==> config.mk <==
export PLATFORM = sky130hd
export DESIGN_NAME = sclk_divgen
export DESIGN_NICKNAME = d
export VERILOG_FILES = /design/src/rtl/sclk_div_pkg.sv /design/src/rtl/sclk_divlaw.sv /design/src/rtl/sclk_halfcnt.sv /design/src/rtl/sclk_edgegen.sv /design/src/rtl/sclk_divgen.sv
export SDC_FILE = /design/constraint.sdc
export NUM_CORES = 1
export LEC_CHECK = 0
export BUFFER_PORTS_ARGS = -buffer_cell sky130_fd_sc_hd__clkbuf_2
export CORE_ASPECT_RATIO = 1.2
export CORE_MARGIN = 8
export CORE_UTILIZATION = 35
export CTS_CLUSTER_DIAMETER = 120
export CTS_CLUSTER_SIZE = 8
export DETAILED_ROUTE_END_ITERATION = 6
export PLACE_DENSITY = 0.48
export SLEW_MARGIN = 20
export SYNTH_ARGS = -nofsm -noshare
export SYNTH_HDL_FRONTEND = slang
export SYNTH_HIERARCHICAL = 1
export SYNTH_SLANG_ARGS = --single-unit
==> constraint.sdc <==
create_clock -name clk -period 5.6 [get_ports clk]
set_input_delay 0.28 -clock clk [delete_from_list [all_inputs] [get_ports clk]]
set_output_delay 0.28 -clock clk [all_outputs]
set_load 0.005 [all_outputs]
==> src/rtl/sclk_div_pkg.sv <==
package sclk_div_pkg;
   // Selects the divide law from the control word's mode bit.
   typedef enum logic {
      LAW_POW2   = 1'b0,
      LAW_LINEAR = 1'b1
   } div_law_e;

   // Width needed to hold the largest half period of either law.
   function automatic int half_width(input int lin_w, input int pow_w);
      int max_exp;
      max_exp = (1 << pow_w) - 1;
      return ((lin_w > max_exp) ? lin_w : max_exp) + 1;
   endfunction
endpackage

==> src/rtl/sclk_divlaw.sv <==
module sclk_divlaw
   import sclk_div_pkg::*;
#(
   parameter int LIN_W = 8,
   parameter int POW_W = 4,
   parameter int CNT_W = half_width(LIN_W, POW_W),
   localparam int CTL_W = LIN_W + POW_W + 1
) (
   input  logic [CTL_W-1:0] ctl,
   output logic [CNT_W-1:0] half_len
);
   div_law_e         law;
   logic [LIN_W-1:0] lin_n;
   logic [POW_W-1:0] pow_m;

   assign law   = div_law_e'(ctl[CTL_W-1]);
   assign lin_n = ctl[LIN_W-1:0];
   assign pow_m = ctl[LIN_W+POW_W-1:LIN_W];

   always_comb begin
      if (law == LAW_LINEAR)
         half_len = CNT_W'(lin_n) + CNT_W'(1);
      else
         half_len = CNT_W'(1) << pow_m;
   end
endmodule

==> src/rtl/sclk_halfcnt.sv <==
module sclk_halfcnt #(
   parameter int CNT_W = 16
) (
   input  logic             clk,
   input  logic             rst_n,
   input  logic             en,
   input  logic [CNT_W-1:0] len_next,
   output logic             boundary,
   output logic [CNT_W-1:0] cnt_q,
   output logic [CNT_W-1:0] len_q
);
   assign boundary = en && (cnt_q == len_q - CNT_W'(1));

   always_ff @(posedge clk or negedge rst_n) begin
      if (!rst_n) begin
         cnt_q <= '0;
         len_q <= CNT_W'(1);
      end else if (!en || boundary) begin
         cnt_q <= '0;
         len_q <= len_next;
      end else begin
         cnt_q <= cnt_q + CNT_W'(1);
      end
   end
endmodule

==> src/rtl/sclk_edgegen.sv <==
module sclk_edgegen (
   input  logic clk,
   input  logic rst_n,
   input  logic en,
   input  logic idle_lvl,
   input  logic boundary,
   output logic sclk_q,
   output logic lead_q,
   output logic trail_q
);
   logic at_idle;
   assign at_idle = (sclk_q == idle_lvl);

   always_ff @(posedge clk or negedge rst_n) begin
      if (!rst_n) begin
         sclk_q  <= 1'b0;
         lead_q  <= 1'b0;
         trail_q <= 1'b0;
      end else if (!en) begin
         sclk_q  <= idle_lvl;
         lead_q  <= 1'b0;
         trail_q <= 1'b0;
      end else begin
         if (boundary)
            sclk_q <= ~sclk_q;
         lead_q  <= boundary &&  at_idle;
         trail_q <= boundary && !at_idle;
      end
   end
endmodule

==> src/rtl/sclk_divgen.sv <==
module sclk_divgen
   import sclk_div_pkg::*;
#(
   parameter int LIN_W = 8,
   parameter int POW_W = 4,
   localparam int CTL_W = LIN_W + POW_W + 1,
   localparam int CNT_W = half_width(LIN_W, POW_W)
) (
   input  logic             clk,
   input  logic             rst_n,
   input  logic             en,
   input  logic [CTL_W-1:0] ctl,
   input  logic             idle_lvl,
   output logic             sclk,
   output logic             lead_stb,
   output logic             trail_stb
);
   logic [CNT_W-1:0] len_next;
   logic [CNT_W-1:0] cnt_q;
   logic [CNT_W-1:0] len_q;
   logic             boundary;

   sclk_divlaw #(.LIN_W(LIN_W), .POW_W(POW_W), .CNT_W(CNT_W)) u_law (
      .ctl      (ctl),
      .half_len (len_next)
   );

   sclk_halfcnt #(.CNT_W(CNT_W)) u_cnt (
      .clk      (clk),
      .rst_n    (rst_n),
      .en       (en),
      .len_next (len_next),
      .boundary (boundary),
      .cnt_q    (cnt_q),
      .len_q    (len_q)
   );

   sclk_edgegen u_edge (
      .clk      (clk),
      .rst_n    (rst_n),
      .en       (en),
      .idle_lvl (idle_lvl),
      .boundary (boundary),
      .sclk_q   (sclk),
      .lead_q   (lead_stb),
      .trail_q  (trail_stb)
   );
endmodule

Word level (Yosys, flattened, before mapping)
Cells that the tools add are included.
Widths: inputs -> output; s select.
{ "totals": {"ff_bits": 35, "inputBits": 17, "out_inout_bits": 3} }
{ "classes": {"add_sub_neg": 3, "eq_ne": 3, "shift": 1, "n_mux": 6, "bitwise_logic": 1, "reduce_logical": 6} }
{ "op_table": {"columns": ["operator", "count"], "rows": [
  ["$mux 16", 2],
  ["$add 16x1->16 const B", 1],
  ["$eq 16x16->1", 1],
  ["$shl 1x4->16 const A", 1],
  ["$sub 16x1->16 const B", 1],
  ["$add 8x1->9 const B", 1],
  ["$mux 1", 4],
  ["$logic_and 1x1->1", 3],
  ["$logic_not 1->1", 2],
  ["$ne 2x1->1 const B", 1],
  ["$eq 1x1->1", 1],
  ["$logic_or 1x1->1", 1],
  ["$not 1->1", 1]
]} }

Longest topological paths before layout
Gate-level depths: netlist (run 1).
{ "depth": {"ltp_word": 5, "mapped_depth": 11, "mapped_depth_nobuf": 10} }

By module
Netlist (run 1), hierarchy kept.
{ "by_module_without_submodules": {"columns": ["module", "instances", "cells_each", "area_each_um2"], "rows": [
  ["sclk_halfcnt", 1, 203, 2099.5],
  ["sclk_divlaw", 1, 53, 315.3],
  ["sclk_edgegen", 1, 10, 115.1]
]} }

Least setup slack after synthesis (run 1)
OpenSTA, ideal clock, no wires.
{ "synth_path": {"path_kind": "flip-flop to flip-flop", "startpoint": "register u_cnt.len_q[3]", "endpoint": "register u_cnt.len_q[13]", "arrival_ps": 3095, "required_ps": 5475, "slack_ps": 2380, "path_stages_with_launch": 8, "n_path_buf": 1, "synth_period_minus_slack_ps": 3220, "path_cell_list": "dfrtp_1 > or4_4 > or4_4 > or4_4 > a2111oi_4 > a41o_4 > buf_12 > mux2_4"} }
{ "synth_via": {"elab_chain_cells": 4} }
{ "synth_rtl": {"columns": ["item", "line_no", "text"], "rows": [
  ["start: declaration", "sclk_halfcnt.sv:10", "output logic [CNT_W-1:0] len_q"],
  ["start signal: assignment", "sclk_halfcnt.sv:20", "len_q <= len_next;"],
  ["$sub 16x1->16", "sclk_halfcnt.sv:12", "assign boundary = en && (cnt_q == len_q - CNT_W'(1));"],
  ["$eq 16x16->1", "sclk_halfcnt.sv:12", null],
  ["$logic_and 1x1->1", "sclk_halfcnt.sv:12", null],
  ["$logic_or 1x1->1", "sclk_halfcnt.sv:18", "end else if (!en || boundary) begin"]
]} }
No other way between the ends.
A chain may end at the register's enable or synchronous reset.

Worst setup path in the final report (run 1)
{ "layout_path": {"startpoint": "register u_cnt.len_q[3]", "endpoint": "register u_cnt.len_q[12]"} }
The elaborated chain is that of the path after synthesis.

==> results.rst, run 1 <==
.. list-table::
   :header-rows: 1

   * - Metric
     - Value
   * - Largest driver fanout on the critical path
     - 32
   * - Reg2reg start
     - u_cnt/len_q[3]
   * - Hold_buf cts
     - 0
   * - CP max stage delay
     - 0.60 ns
   * - Total buffers and inverters traversed by the critical path
     - 0
   * - Portion of synthesized cell area occupied by the leading cell type
     - 33.6%
   * - Clock root cell
     - clkbuf_8
   * - Top cell type by total area after synthesis
     - dfrtp_1
   * - Relative area change from synthesis to final layout
     - 8.95%
   * - Avg WL per Cell
     - 15.3 um
   * - Average instance area after synthesis
     - 9.51 sq um
   * - Final total power
     - 0.667 mW
   * - Crit path top cell by count
     - or4_4
   * - Multi-input logic area
     - 0.00152 sq mm
   * - Critical path data arrival time
     - 3.71 ns
   * - Max stage delay cell, worst path
     - or4_4
   * - Startpoint type of the worst setup path
     - register
   * - Post-layout min period
     - 3.53 ns
   * - RSZ-0062 raised after global routing
     - no
   * - Setup clock skew after layout
     - 0.00736 ns
   * - Worst min-delay path class
     - primary input to async pin
   * - Number of global-route vias before repair
     - 1944
   * - Post-Syn Area
     - 0.00253 sq mm
   * - Top Family by Delay on Critical Path
     - simple AND/OR/NAND/NOR gates
   * - DIE HEIGHT
     - 109 um
   * - Register area
     - 877 sq um
   * - Fraction of final layout cells sized beyond drive strength 1
     - 20.7%
   * - CTS clock-pin slew for the worst setup and hold paths
     - 0.07 ns
   * - Number of standard-cell rows in the floorplan
     - 34
   * - Overflow left after global routing
     - 0
   * - Worst-Skew Late Latency
     - 0.29 ns
   * - Placeable core region
     - 0.00715 sq mm
   * - Pin count of the biggest net entering global routing
     - 36
   * - Net count after synthesis
     - 286
   * - Number of iterations in the first detailed-routing pass
     - 4
   * - Layout net count
     - 299
   * - GRT Util Overall
     - 12.0%
   * - DPL Wire Length
     - 4.33 mm
   * - Endpoint of the lowest-slack register-to-register path
     - u_cnt/len_q[12]
   * - Status
     - finished, final reports clean
   * - Via total after detailed routing
     - 1925
   * - Fraction of registers with async set or reset after synthesis
     - 100%
   * - Critical Setup Path Class
     - register to register
   * - H-tree depth reported by CTS
     - 2
   * - Routability cong.
     - 0.845
   * - Worst Tran Pin Value
     - 0.870 ns
   * - Total count of hold-check failures in the final report
     - 0
   * - Width of the die
     - 93.6 um
   * - DRT antenna net count
     - 0
   * - Final period util
     - 63.0%
   * - Inserted Clock Buffers
     - 5
   * - Clk sinks
     - 35
   * - Adder-cell area share of the yosys netlist
     - 1.48%
   * - Buffer count from post-CTS setup fixing
     - 0
   * - First-pass GRT wire length
     - 9.59 mm
   * - Simple-gate share of the synthesized area
     - 25.1%
   * - Synth Instances
     - 266
   * - Most used DFF post-synth
     - dfrtp_1
   * - Number of input and output port buffers inserted
     - 19
   * - Yosys synthesis warning count
     - 6
   * - Data required time at the worst endpoint
     - 5.78 ns
   * - Number of maximum-capacitance constraint violations
     - 0
   * - Die outline area
     - 0.0102 sq mm
   * - Layout filler cell count
     - 753
   * - Worst reg-to-reg path cell count
     - 6
   * - Max Fclk
     - 283 MHz
   * - Maximum VDD drop
     - 0.0985 mV
   * - Worst reg-to-reg setup slack
     - 2.07 ns
   * - Number of antenna violations at the first check in global routing
     - 0
   * - CTS tree
     - done
   * - Post-synth EDFFs
     - 0
   * - Leading post-synthesis cells by cell area
     - dfrtp_1, mux2_4, xor2_1
   * - Mux cell area share after synthesis
     - 9.50%
   * - Number of distinct library cells after synthesis
     - 50
   * - Starting density of the core
     - 35.4%
   * - Leak Pwr
     - 1.20 nW
   * - Boundary pin count
     - 20
   * - Number of setup violations in the final report
     - 0
   * - Per-cell via count in the routed design
     - 5.20
   * - Proportion of synthesized chip area in sequential cells
     - 34.7%
   * - Count of routing violations after the opening detailed-route iteration
     - 80
   * - Count of pins over their slew limit
     - 0
   * - Critical path endpoint category
     - register
   * - Number of inserted diodes
     - 0
   * - Post-synthesis share of cell area spent on xor and xnor gates
     - 13.8%
   * - Largest family of logic cells by synthesized area
     - simple AND/OR/NAND/NOR gates
   * - Resized Gates After CTS
     - 0
   * - Total detailed-routing wirelength
     - 5.66 mm
   * - DRC violation count after routing
     - 0
   * - Clock buffer depth
     - 2
   * - TNS Setup
     - 0 ns
   * - Compound-Gate Fraction of Synth Area
     - 10.3%
   * - Worst-case headroom to the max-slew limit
     - 42.0%
   * - Number of flip-flops and latches in the synthesized netlist
     - 35
   * - Total power density per cell area
     - 242 mW/mm^2
   * - Worst path cell trace
     - or4_4, or4_4, or4_4, a2111oi_4, a41o_4, mux2_2
==> worst register-to-register path: cells and delay by family (launching register included) <==
kind	cells	cell delay, ns
AND/OR/NAND/NOR	3	1.66
AO/OA/AOI/OAI	2	0.93
flip-flops	1	0.45
multiplexers	1	0.39
==> final cells by class <==
class                      instances  area share [%]
multi-input combinational        210            55.3
sequential                        35            31.8
tap                               90            4.09
timing repair buffer              19            3.45
clock buffer                       6            3.00
clock inverter                     2            1.27
inverter                           8            1.09
==> synth_stat cells, types with 2 or more instances <==
master / instances
a21oi_1: 5
and3_1: 6
buf_6: 3
clkbuf_1: 8
dfrtp_1: 34
ha_1: 3
inv_1: 7
mux2_2: 4
mux2_4: 13
nand2_1: 10
nand2b_1: 6
nand3_1: 18
nand3b_1: 2
nand4_1: 8
nor2_1: 37
nor3_1: 8
nor3b_1: 4
nor4_1: 4
nor4b_1: 2
o211ai_1: 5
o21ai_0: 5
o22ai_1: 2
o31ai_1: 2
or2_2: 2
or4_1: 3
or4_4: 3
xnor2_1: 19
xor2_1: 21
==> report_power, final <==
part	internal [mW]	total [mW]	switching [mW]	leakage [nW]
combinational	0.0672	0.146	0.0783	0.665
sequential	0.264	0.284	0.0199	0.471
clock	0.144	0.237	0.0935	0.0612
total	0.476	0.667	0.192	1.20
==> metrics by stage <==
step	hold WS [ns]	std cells	area [sq um]	util (%)	setup slack, ns
finish	0.0916	370	2760	38.6	2.07
global route	0.187	370	2760	38.6	1.93
CTS	0.132	370	2760	38.6	2.06
detailed placement	0.451	362	2640	36.9	2.07
global placement	0.451	362	2640	36.9	2.08
floorplan	-0.0156	266	2530	-	2.38
==> how the worst max path moves through the flow <==
stage,startpoint,endpoint,cells past startpoint
2_1_floorplan,u_cnt/len_q[3],u_cnt/len_q[13],7
3_3_place_gp,u_cnt/len_q[3],u_cnt/len_q[12],6
3_5_place_dp,u_cnt/len_q[3],u_cnt/len_q[12],6
4_1_cts,u_cnt/len_q[3],u_cnt/len_q[12],6
5_1_grt,u_cnt/len_q[3],u_cnt/len_q[15],6
6_report,u_cnt/len_q[3],u_cnt/len_q[12],6
==> sequential cells by signal, indices dropped and copies added (netlist names) <==
signal / count
u_cnt/cnt_q: 16
u_edge/lead_q: 1
u_cnt/len_q: 16
u_edge/trail_q: 1
u_edge/sclk_q: 1
==> logic make-up (layout without fill, tap and decap cells) <==
logic type,count (synthesis),in the layout
simple gates,118,118
xor+xnor,40,40
flops,35,35
compound gates,32,32
buf+inv,21,35
mux,17,17
fa+ha+maj,3,3
==> metal layers <==
metal,wire length [um],share of wire (%),GRT usage [%]
met5,0,0,0
met1,2570,45,13.8
met2,2810,50,20.8
met4,125,2.2,5.68
met3,151,2.7,2.27
==> cells in the final DEF (no fill, tap or decap), drive strengths merged, types with 8 or more instances in the layout <==
cell / instances
nor2: 37
nand2: 10
nor3: 8
xor2: 21
mux2: 17
nand4: 8
nand3: 18
dfrtp: 34
inv: 8
clkbuf: 25
xnor2: 19
No activity file was read; power rests on OpenSTA's default activity.
==> run 2, diff against run 1 <==
--- a/config.mk
+++ b/config.mk
@@ -5,6 +5,7 @@
 export SDC_FILE = /design/constraint.sdc
 export NUM_CORES = 1
 export LEC_CHECK = 0
+export ABC_AREA = 1
 export BUFFER_PORTS_ARGS = -buffer_cell sky130_fd_sc_hd__clkbuf_2
 export CORE_ASPECT_RATIO = 1.2
 export CORE_MARGIN = 8
@@ -12,7 +13,7 @@
 export CTS_CLUSTER_DIAMETER = 120
 export CTS_CLUSTER_SIZE = 8
 export DETAILED_ROUTE_END_ITERATION = 6
-export PLACE_DENSITY = 0.48
+export PLACE_DENSITY = 0.5
 export SLEW_MARGIN = 20
 export SYNTH_ARGS = -nofsm -noshare
 export SYNTH_HDL_FRONTEND = slang
==> constraint.sdc (replaced) <==
create_clock -name clk -period 3.1 [get_ports clk]
set_input_delay 0.155 -clock clk [delete_from_list [all_inputs] [get_ports clk]]
set_output_delay 0.155 -clock clk [all_outputs]
set_load 0.005 [all_outputs]
==> results.rst, run 2 <==
.. list-table::
   :header-rows: 1

   * - Metric
     - Value
   * - Status
     - finished with violations
   * - Violations in the final reports
     - negative hold slack
   * - Number of iterations in the first detailed-routing pass
     - 4 (unchanged)
   * - Avg WL per Cell
     - 13.3 um (-13%)
   * - Number of setup violations in the final report
     - 0 (unchanged)
   * - Portion of synthesized cell area occupied by the leading cell type
     - 30.5% (-3.1 points)
   * - Top cell type by total area after synthesis
     - dfrtp_1
   * - Worst-case setup margin in the final layout
     - 0.644 ns (-1.43 ns)
   * - Worst-Skew Late Latency
     - 0.28 ns (about the same)
   * - Worst reg-to-reg setup slack
     - 0.64 ns (-1.43 ns)
   * - Yosys synthesis warning count
     - 6 (unchanged)
   * - Inserted Clock Buffers
     - 5 (unchanged)
   * - Post-placement setup slack
     - 0.651 ns (-1.41 ns)
   * - Reg2reg start
     - u_cnt/len_q[0]
   * - Combinational group share of total power
     - 26.5% (+4.7 points)
   * - Critical path data arrival time
     - 2.67 ns (-1.04 ns)
   * - RSZ-0062 raised after global routing
     - no
   * - Routability cong.
     - 0.836 (-1.1%)
   * - Total buffers and inverters traversed by the critical path
     - 2 (+2)
   * - Switching Share
     - 33.6% (+4.9 points)
   * - Adder-cell area share of the yosys netlist
     - 1.35% (-0.14 points)
   * - Number of maximum-capacitance constraint violations
     - 0 (unchanged)
   * - Worst hold slack
     - -0.00659 ns (-0.0982 ns)
   * - Width of the die
     - 97.5 um (+4.1%)
   * - DRT antenna net count
     - 0 (unchanged)
   * - CTS clock-pin slew for the worst setup and hold paths
     - 0.07 ns (about the same)
   * - Data required time at the worst endpoint
     - 3.32 ns (-2.46 ns)
   * - Sequential share of power
     - 44.1% (+1.5 points)
   * - Share of total power in the clock network
     - 29.4% (-6.2 points)
   * - Worst Tran Pin Value
     - 0.910 ns (+0.0399 ns)
   * - Mux cell area share after synthesis
     - 0% (-9.5 points)
   * - Boundary pin count
     - 20 (unchanged)
   * - Fraction of final layout cells sized beyond drive strength 1
     - 14.5% (-6.2 points)
   * - Number of global-route vias before repair
     - 2589 (+33%)
   * - Average instance area after synthesis
     - 6.85 sq um (-28%)
   * - Clock buffer depth
     - 2 (unchanged)
   * - Number of flip-flops and latches in the synthesized netlist
     - 35 (unchanged)
   * - Total detailed-routing wirelength
     - 6.88 mm (+22%)
   * - Starting density of the core
     - 36.2% (+0.75 points)
   * - Worst-case headroom to the max-slew limit
     - 39.4% (-2.7 points)
   * - Largest registers ranked by flip-flop count
     - u_cnt/cnt_q x16, u_cnt/len_q x16
   * - Worst path cell trace
     - inv_1, ha_1, xnor2_1, nor2_1, nand4_1, nor3_2, nand2_2, nand2_2, buf_12, nand2_1, nand2_1
   * - Number of standard-cell rows in the floorplan
     - 35 (+2.9%)
   * - Overflow left after global routing
     - 0 (unchanged)
   * - Buffer count from post-CTS setup fixing
     - 0 (unchanged)
   * - Resized Gates After CTS
     - 0 (unchanged)
   * - Number of distinct library cells after synthesis
     - 30 (-40%)
   * - Max stage delay cell, worst path
     - dfstp_2
   * - Via total after detailed routing
     - 2533 (+32%)
   * - Final period util
     - 79.2% (+16 points)
   * - Maximum VDD drop
     - 0.138 mV (+40%)
   * - Most frequent cells in the layout
     - nand2_1, nand3_1, nor2_1
   * - Relative area change from synthesis to final layout
     - 8.89% (about the same)
   * - Leak Pwr
     - 1.56 nW (+30%)
   * - CP startpoint
     - u_cnt/len_q[0]
   * - CP max stage delay
     - 0.55 ns (-0.05 ns)
   * - CTS tree
     - done
   * - DPL Wire Length
     - 5.38 mm (+24%)
   * - Post-synth EDFFs
     - 0 (unchanged)
   * - Worst path depth
     - 11 (+5)
   * - Count of routing violations after the opening detailed-route iteration
     - 76 (-5.0%)
   * - Most used DFF post-synth
     - dfrtp_1
   * - Number of antenna violations at the first check in global routing
     - 0 (unchanged)
   * - Pin count of the biggest net entering global routing
     - 36 (unchanged)
   * - Endpoint of the lowest-slack register-to-register path
     - u_cnt/len_q[15]
   * - Die outline area
     - 0.0111 sq mm (+8.5%)
   * - Top post-synthesis cells by count
     - nand2_1, nand3_1, nor2_1, inv_1, dfrtp_1
   * - Post-route non-filler standard cell count
     - 519 (+40%)
   * - Net count after synthesis
     - 427 (+49%)
   * - Cell with the most instances after synthesis
     - nand2_1
   * - GRT Util Overall
     - 13.0% (+0.99 points)
   * - Final total power
     - 1.14 mW (+71%)
   * - Critical path destination
     - u_cnt/len_q[15]
   * - DRC violation count after routing
     - 0 (unchanged)
   * - Largest driver fanout on the critical path
     - 24 (-25%)
   * - DIE HEIGHT
     - 114 um (+4.2%)
   * - Proportion of synthesized chip area in sequential cells
     - 31.5% (-3.2 points)
   * - Hold_buf cts
     - 0 (unchanged)
   * - Worst reg-to-reg path cell count
     - 11 (+5)
   * - Critical path endpoint category
     - register
   * - Compound-Gate Fraction of Synth Area
     - 2.60% (-7.7 points)
   * - Critical Setup Path Class
     - register to register
   * - Setup clock skew after layout
     - 0.00534 ns (-0.00202 ns)
   * - Top Family by Delay on Critical Path
     - simple AND/OR/NAND/NOR gates
   * - Worst min-delay path class
     - primary input to async pin
   * - Simple-gate share of the synthesized area
     - 46.9% (+22 points)
   * - Cell count after placement
     - 512 (+41%)
   * - Number of inserted diodes
     - 0 (unchanged)
   * - Leading post-synthesis cells by cell area
     - dfrtp_1, nand2_1, nand3_1
   * - Post-Syn Area
     - 0.00279 sq mm (+10%)
   * - P_int
     - 0.759 mW (+60%)
   * - Synth Instances
     - 407 (+53%)
   * - Final core occ
     - 39.4% (+0.80 points)
   * - Total power density per cell area
     - 377 mW/mm^2 (+56%)
   * - First-pass GRT wire length
     - 12.0 mm (+25%)
   * - Fraction of registers with async set or reset after synthesis
     - 100% (unchanged)
   * - Post-synthesis share of cell area spent on xor and xnor gates
     - 8.17% (-5.7 points)
   * - Largest family of logic cells by synthesized area
     - simple AND/OR/NAND/NOR gates
   * - Layout net count
     - 447 (+49%)
   * - Layout filler cell count
     - 858 (+14%)
   * - Count of pins over their slew limit
     - 0 (unchanged)
   * - Per-cell via count in the routed design
     - 4.88 (-6.2%)
   * - Switching power of the nets
     - 0.384 mW (+100%)
   * - Startpoint type of the worst setup path
     - register
   * - Leading cell type in the layout, fill and taps excluded
     - nand2_1
   * - Number of input and output port buffers inserted
     - 19 (unchanged)
   * - H-tree depth reported by CTS
     - 2 (unchanged)
   * - Placed Area
     - 0.00295 sq mm (+12%)
   * - Total count of hold-check failures in the final report
     - 9 (+9)
   * - TNS Setup
     - 0 ns (unchanged)
   * - Post-layout min period
     - 2.46 ns (-1.07 ns)
   * - Clock root cell
     - clkbuf_8
   * - Final cell area excluding filler cells
     - 0.00303 sq mm (+10%)
   * - Clk sinks
     - 35 (unchanged)
   * - Placeable core region
     - 0.00771 sq mm (+7.8%)
   * - Max Fclk
     - 407 MHz (+44%)
[run 2: cell count changes after synthesis, sizes merged, moves of 5 or more]
cell	change
nand2	+117
inv	+42
nand3	+35
nor2	+31
mux2	-17
xor2	-9
clkbuf	-8
and3	-6
nand2b	-6
or4	-6
o211ai	-5
xnor2	-5
[run 2: power by group through the flow]
stage | logic (mW) | clock network [mW] | registers (mW)
final | 0.303 | 0.336 | 0.504
after detailed placement | 0.306 | 0 | 0.513
after CTS | 0.308 | 0.353 | 0.504
after global routing | 0.351 | 0.369 | 0.507
after floorplan | 0.234 | 0 | 0.504
after global placement | 0.304 | 0 | 0.512
[run 2: worst min path at each step]
stage / endpoint / slack [ns] / depth (start not counted)
6_report: u_cnt/cnt_q[8] / -0.007 / 1
3_5_place_dp: u_edge/trail_q / 0.36 / 1
4_1_cts: u_edge/sclk_q / 0.04 / 1
2_1_floorplan: u_cnt/cnt_q[0] / -0.14 / 0
3_3_place_gp: u_edge/trail_q / 0.35 / 1
5_1_grt: u_edge/sclk_q / 0.08 / 1
[run 2: logic make-up after synthesis]
family	after synthesis
AOI/OAI and AO/OA	13
xor gates and xnor gates	26
adders and majority gates	3
buffers and inverters	58
DFF	35
and+or+nand+nor	272
[run 2: layout make-up]
type	instances	area, sq um	share of cell area (%)
tap	92	115	3.79
timing repair buffer	21	123	4.04
clock inverter	1	5.00	0.165
inverter	50	188	6.19
clock buffer	6	82.6	2.72
sequential	35	877	28.9
multi-input combinational	314	1640	54.2
[run 2: routing by layer]
metal,up-vias,global-route usage (%),part of all wire [%]
met1,1168,15.5,46
met5,-,0,0
met2,39,23.0,50
met3,6,2.06,2.8
li1,1320,-,-
met4,0,4.25,1.3
==> run 3, diff against run 2 <==
==> constraint.sdc (replaced) <==
create_clock -name clk -period 2.1 [get_ports clk]
set_input_delay 0.105 -clock clk [delete_from_list [all_inputs] [get_ports clk]]
set_output_delay 0.105 -clock clk [all_outputs]
set_load 0.005 [all_outputs]
==> results.rst, run 3 (synthesis gave the netlist of run 2 again) <==
.. list-table::
   :header-rows: 1

   * - Metric
     - Value
   * - Number of setup violations in the final report
     - 0 (unchanged)
   * - Post-layout min period
     - 2.03 ns (-0.426 ns)
   * - Maximum VDD drop
     - 0.243 mV (+77%)
   * - RSZ-0062 raised after global routing
     - yes
   * - Via total after detailed routing
     - 2625 (+3.6%)
   * - Layout filler cell count
     - 817 (-4.8%)
   * - Crit path top cell by count
     - nand2_4
   * - Relative area change from synthesis to final layout
     - 23.9%
   * - Total power density per cell area
     - 527 mW/mm^2 (+40%)
   * - Post-placement setup slack
     - -0.0517 ns (-0.702 ns)
   * - Data required time at the worst endpoint
     - 2.33 ns (-0.99 ns)
   * - Number of inserted diodes
     - 0 (unchanged)
   * - Status
     - finished, final reports clean
   * - CP max stage delay
     - 0.42 ns (-0.13 ns)
   * - Endpoint of the lowest-slack register-to-register path
     - u_cnt/len_q[5]
   * - End point of the most critical hold path
     - u_edge/trail_q
   * - Leading cell type in the layout, fill and taps excluded
     - nand2_1
   * - CP startpoint
     - u_cnt/len_q[1]
   * - DRT antenna net count
     - 0 (unchanged)
   * - Critical Setup Path Class
     - register to register
   * - Leak Pwr
     - 1.74 nW (+12%)
   * - CTS clock-pin slew for the worst setup and hold paths
     - 0.07 ns (about the same)
   * - Worst-case headroom to the max-slew limit
     - 39.7% (+0.33 points)
   * - DRC violation count after routing
     - 0 (unchanged)
   * - Number of standard-cell rows in the floorplan
     - 35 (unchanged)
   * - Count of pins over their slew limit
     - 0 (unchanged)
   * - Reg2reg start
     - u_cnt/len_q[1]
   * - DPL Wire Length
     - 5.48 mm (+1.8%)
   * - Largest driver fanout on the critical path
     - 6 (-75%)
   * - Pin count of the biggest net entering global routing
     - 36 (unchanged)
   * - Worst path cell trace
     - inv_2, ha_4, nand2_4, nor2_4, xor2_2, nand3_1, nor3_2, nand2_2, nand2_4, clkbuf_16, nand2_4, nand2_1
   * - Register area
     - 881 sq um (+0.43%)
   * - Inserted Clock Buffers
     - 5 (unchanged)
   * - Number of maximum-capacitance constraint violations
     - 0 (unchanged)
   * - Starting density of the core
     - 36.2% (unchanged)
   * - Count of routing violations after the opening detailed-route iteration
     - 135 (+78%)
   * - Hold Path Stages
     - 3
   * - Avg WL per Cell
     - 13.5 um (+1.9%)
   * - Total buffers and inverters traversed by the critical path
     - 2 (unchanged)
   * - Worst min-delay path class
     - primary input to register
   * - Worst reg-to-reg path cell count
     - 12 (+1)
   * - Clk sinks
     - 35 (unchanged)
   * - Total count of hold-check failures in the final report
     - 0 (-9)
   * - CTS tree
     - done
   * - Worst-Skew Late Latency
     - 0.29 ns (about the same)
   * - Min-delay src
     - idle_lvl
   * - GRT Util Overall
     - 12.9% (-0.084 points)
   * - DIE HEIGHT
     - 114 um (unchanged)
   * - Critical path data arrival time
     - 2.26 ns (-0.41 ns)
   * - Number of input and output port buffers inserted
     - 19 (unchanged)
   * - Top Family by Delay on Critical Path
     - simple AND/OR/NAND/NOR gates
   * - Routability cong.
     - 0.821 (-1.9%)
   * - Width of the die
     - 97.5 um (unchanged)
   * - Die outline area
     - 0.0111 sq mm (unchanged)
   * - Worst-case setup margin in the final layout
     - 0.0698 ns (-0.574 ns)
   * - Max stage delay cell, worst path
     - dfrtp_1
   * - H-tree depth reported by CTS
     - 2 (unchanged)
   * - First-pass GRT wire length
     - 11.7 mm (-2.2%)
   * - Total detailed-routing wirelength
     - 7.35 mm (+6.8%)
   * - Per-cell via count in the routed design
     - 4.83 (-1.1%)
   * - Max Fclk
     - 493 MHz (+21%)
   * - Most frequent cells in the layout
     - nand2_1, nand3_1, inv_1
   * - Final period util
     - 96.7% (+17 points)
   * - Number of antenna violations at the first check in global routing
     - 0 (unchanged)
   * - Boundary pin count
     - 20 (unchanged)
   * - Multi-input logic area
     - 0.00182 sq mm (+11%)
   * - Number of iterations in the first detailed-routing pass
     - 4 (unchanged)
   * - Worst reg-to-reg setup slack
     - 0.07 ns (-0.57 ns)
   * - Clock root cell
     - clkbuf_8
   * - Worst Tran Pin Value
     - 0.905 ns (-0.00496 ns)
   * - Setup clock skew after layout
     - 0.00560 ns (+0.000253 ns)
   * - Clock buffer depth
     - 2 (unchanged)
   * - Critical path endpoint category
     - register
   * - Overflow left after global routing
     - 0 (unchanged)
   * - Placeable core region
     - 0.00771 sq mm (unchanged)
   * - Final total power
     - 1.82 mW (+59%)
   * - Largest registers ranked by flip-flop count
     - u_cnt/cnt_q x16, u_cnt/len_q x16
   * - Fraction of final layout cells sized beyond drive strength 1
     - 28.8% (+14 points)
   * - Layout net count
     - 471 (+5.4%)
   * - Worst hold slack
     - 0.127 ns (+0.133 ns)
   * - Startpoint type of the worst setup path
     - register
   * - Number of global-route vias before repair
     - 2497 (-3.6%)
[run 3: cell types whose count changed in the layout (fill, tap and decap cells not counted), moves of 2 or more]
| cell | change |
|---|---|
| buf_4 | +18 |
| buf_6 | +2 |
| clkbuf_16 | +2 |
| dfrtp_1 | -3 |
| dfrtp_2 | +3 |
| inv_1 | -2 |
| inv_2 | +2 |
| nand2_1 | -22 |
| nand2_2 | +15 |
| nand2_4 | +7 |
| nor2_1 | -13 |
| nor2_2 | +9 |
| nor2_4 | +4 |
[run 3: layout make-up]
cell class / instances / area share (%)
clock inverter: 2 / 0.362
tap: 92 / 3.33
multi-input combinational: 314 / 52.8
clock buffer: 6 / 2.10
sequential: 35 / 25.5
timing repair buffer: 45 / 10.4
inverter: 50 / 5.43
[run 3: per-layer routing]
metal,up-vias,part of all wire (%),wire length [um],GRT usage (%)
met3,7,2.0,146,2.18
met4,0,1.4,106,5.87
met2,28,52,3790,22.8
met5,-,0,0,0
met1,1217,45,3300,14.8
li1,1373,-,-,-
[run 3: timing repair]
action / in CTS / in global routing
pin swaps: 3 / 35
resized for setup: 4 / 57
endpoints found under the hold margin: 34 / 0
buffers inserted: 0 / 9
cloned: 0 / 3
hold buffers: 1 / 0
setup endpoints to repair: 21 / 33
[run 3: worst max path at each step]
stage                     depth (start not counted)               to
after global routing                             14  u_cnt/len_q[14]
final                                            12   u_cnt/len_q[5]
after detailed placement                         15    u_edge/sclk_q
after floorplan                                  11  u_cnt/cnt_q[14]
after global placement                           15    u_edge/sclk_q
after CTS                                        15    u_edge/sclk_q
[run 3: power by group]
part / total (mW) / switching [mW] / internal [mW] / leakage (nW)
logic: 0.587 / 0.339 / 0.248 / 1.23
registers: 0.742 / 0.0399 / 0.702 / 0.469
clock network: 0.491 / 0.259 / 0.232 / 0.0412
[run 3: per-stage QoR]
stage / setup TNS, ns / instances / cell area, sq um / util, %
4_1_cts: 0 / 532 / 3140 / 40.7
3_5_place_dp: -0.120 / 523 / 3030 / 39.3
5_1_grt: -1.22 / 544 / 3450 / 44.8
3_3_place_gp: -0.116 / 523 / 3030 / 39.3
2_1_floorplan: 0 / 407 / 2790 / -
6_report: 0 / 544 / 3450 / 44.8
[run 3: worst register-to-register path, cell delays in order, from the launching register on]
cell and delay, ns:
dfrtp_1 0.42, inv_2 0.09, ha_4 0.15, nand2_4 0.07
nor2_4 0.16, xor2_2 0.18, nand3_1 0.11, nor3_2 0.21
nand2_2 0.12, nand2_4 0.16, clkbuf_16 0.20, nand2_4 0.05
nand2_1 0.05
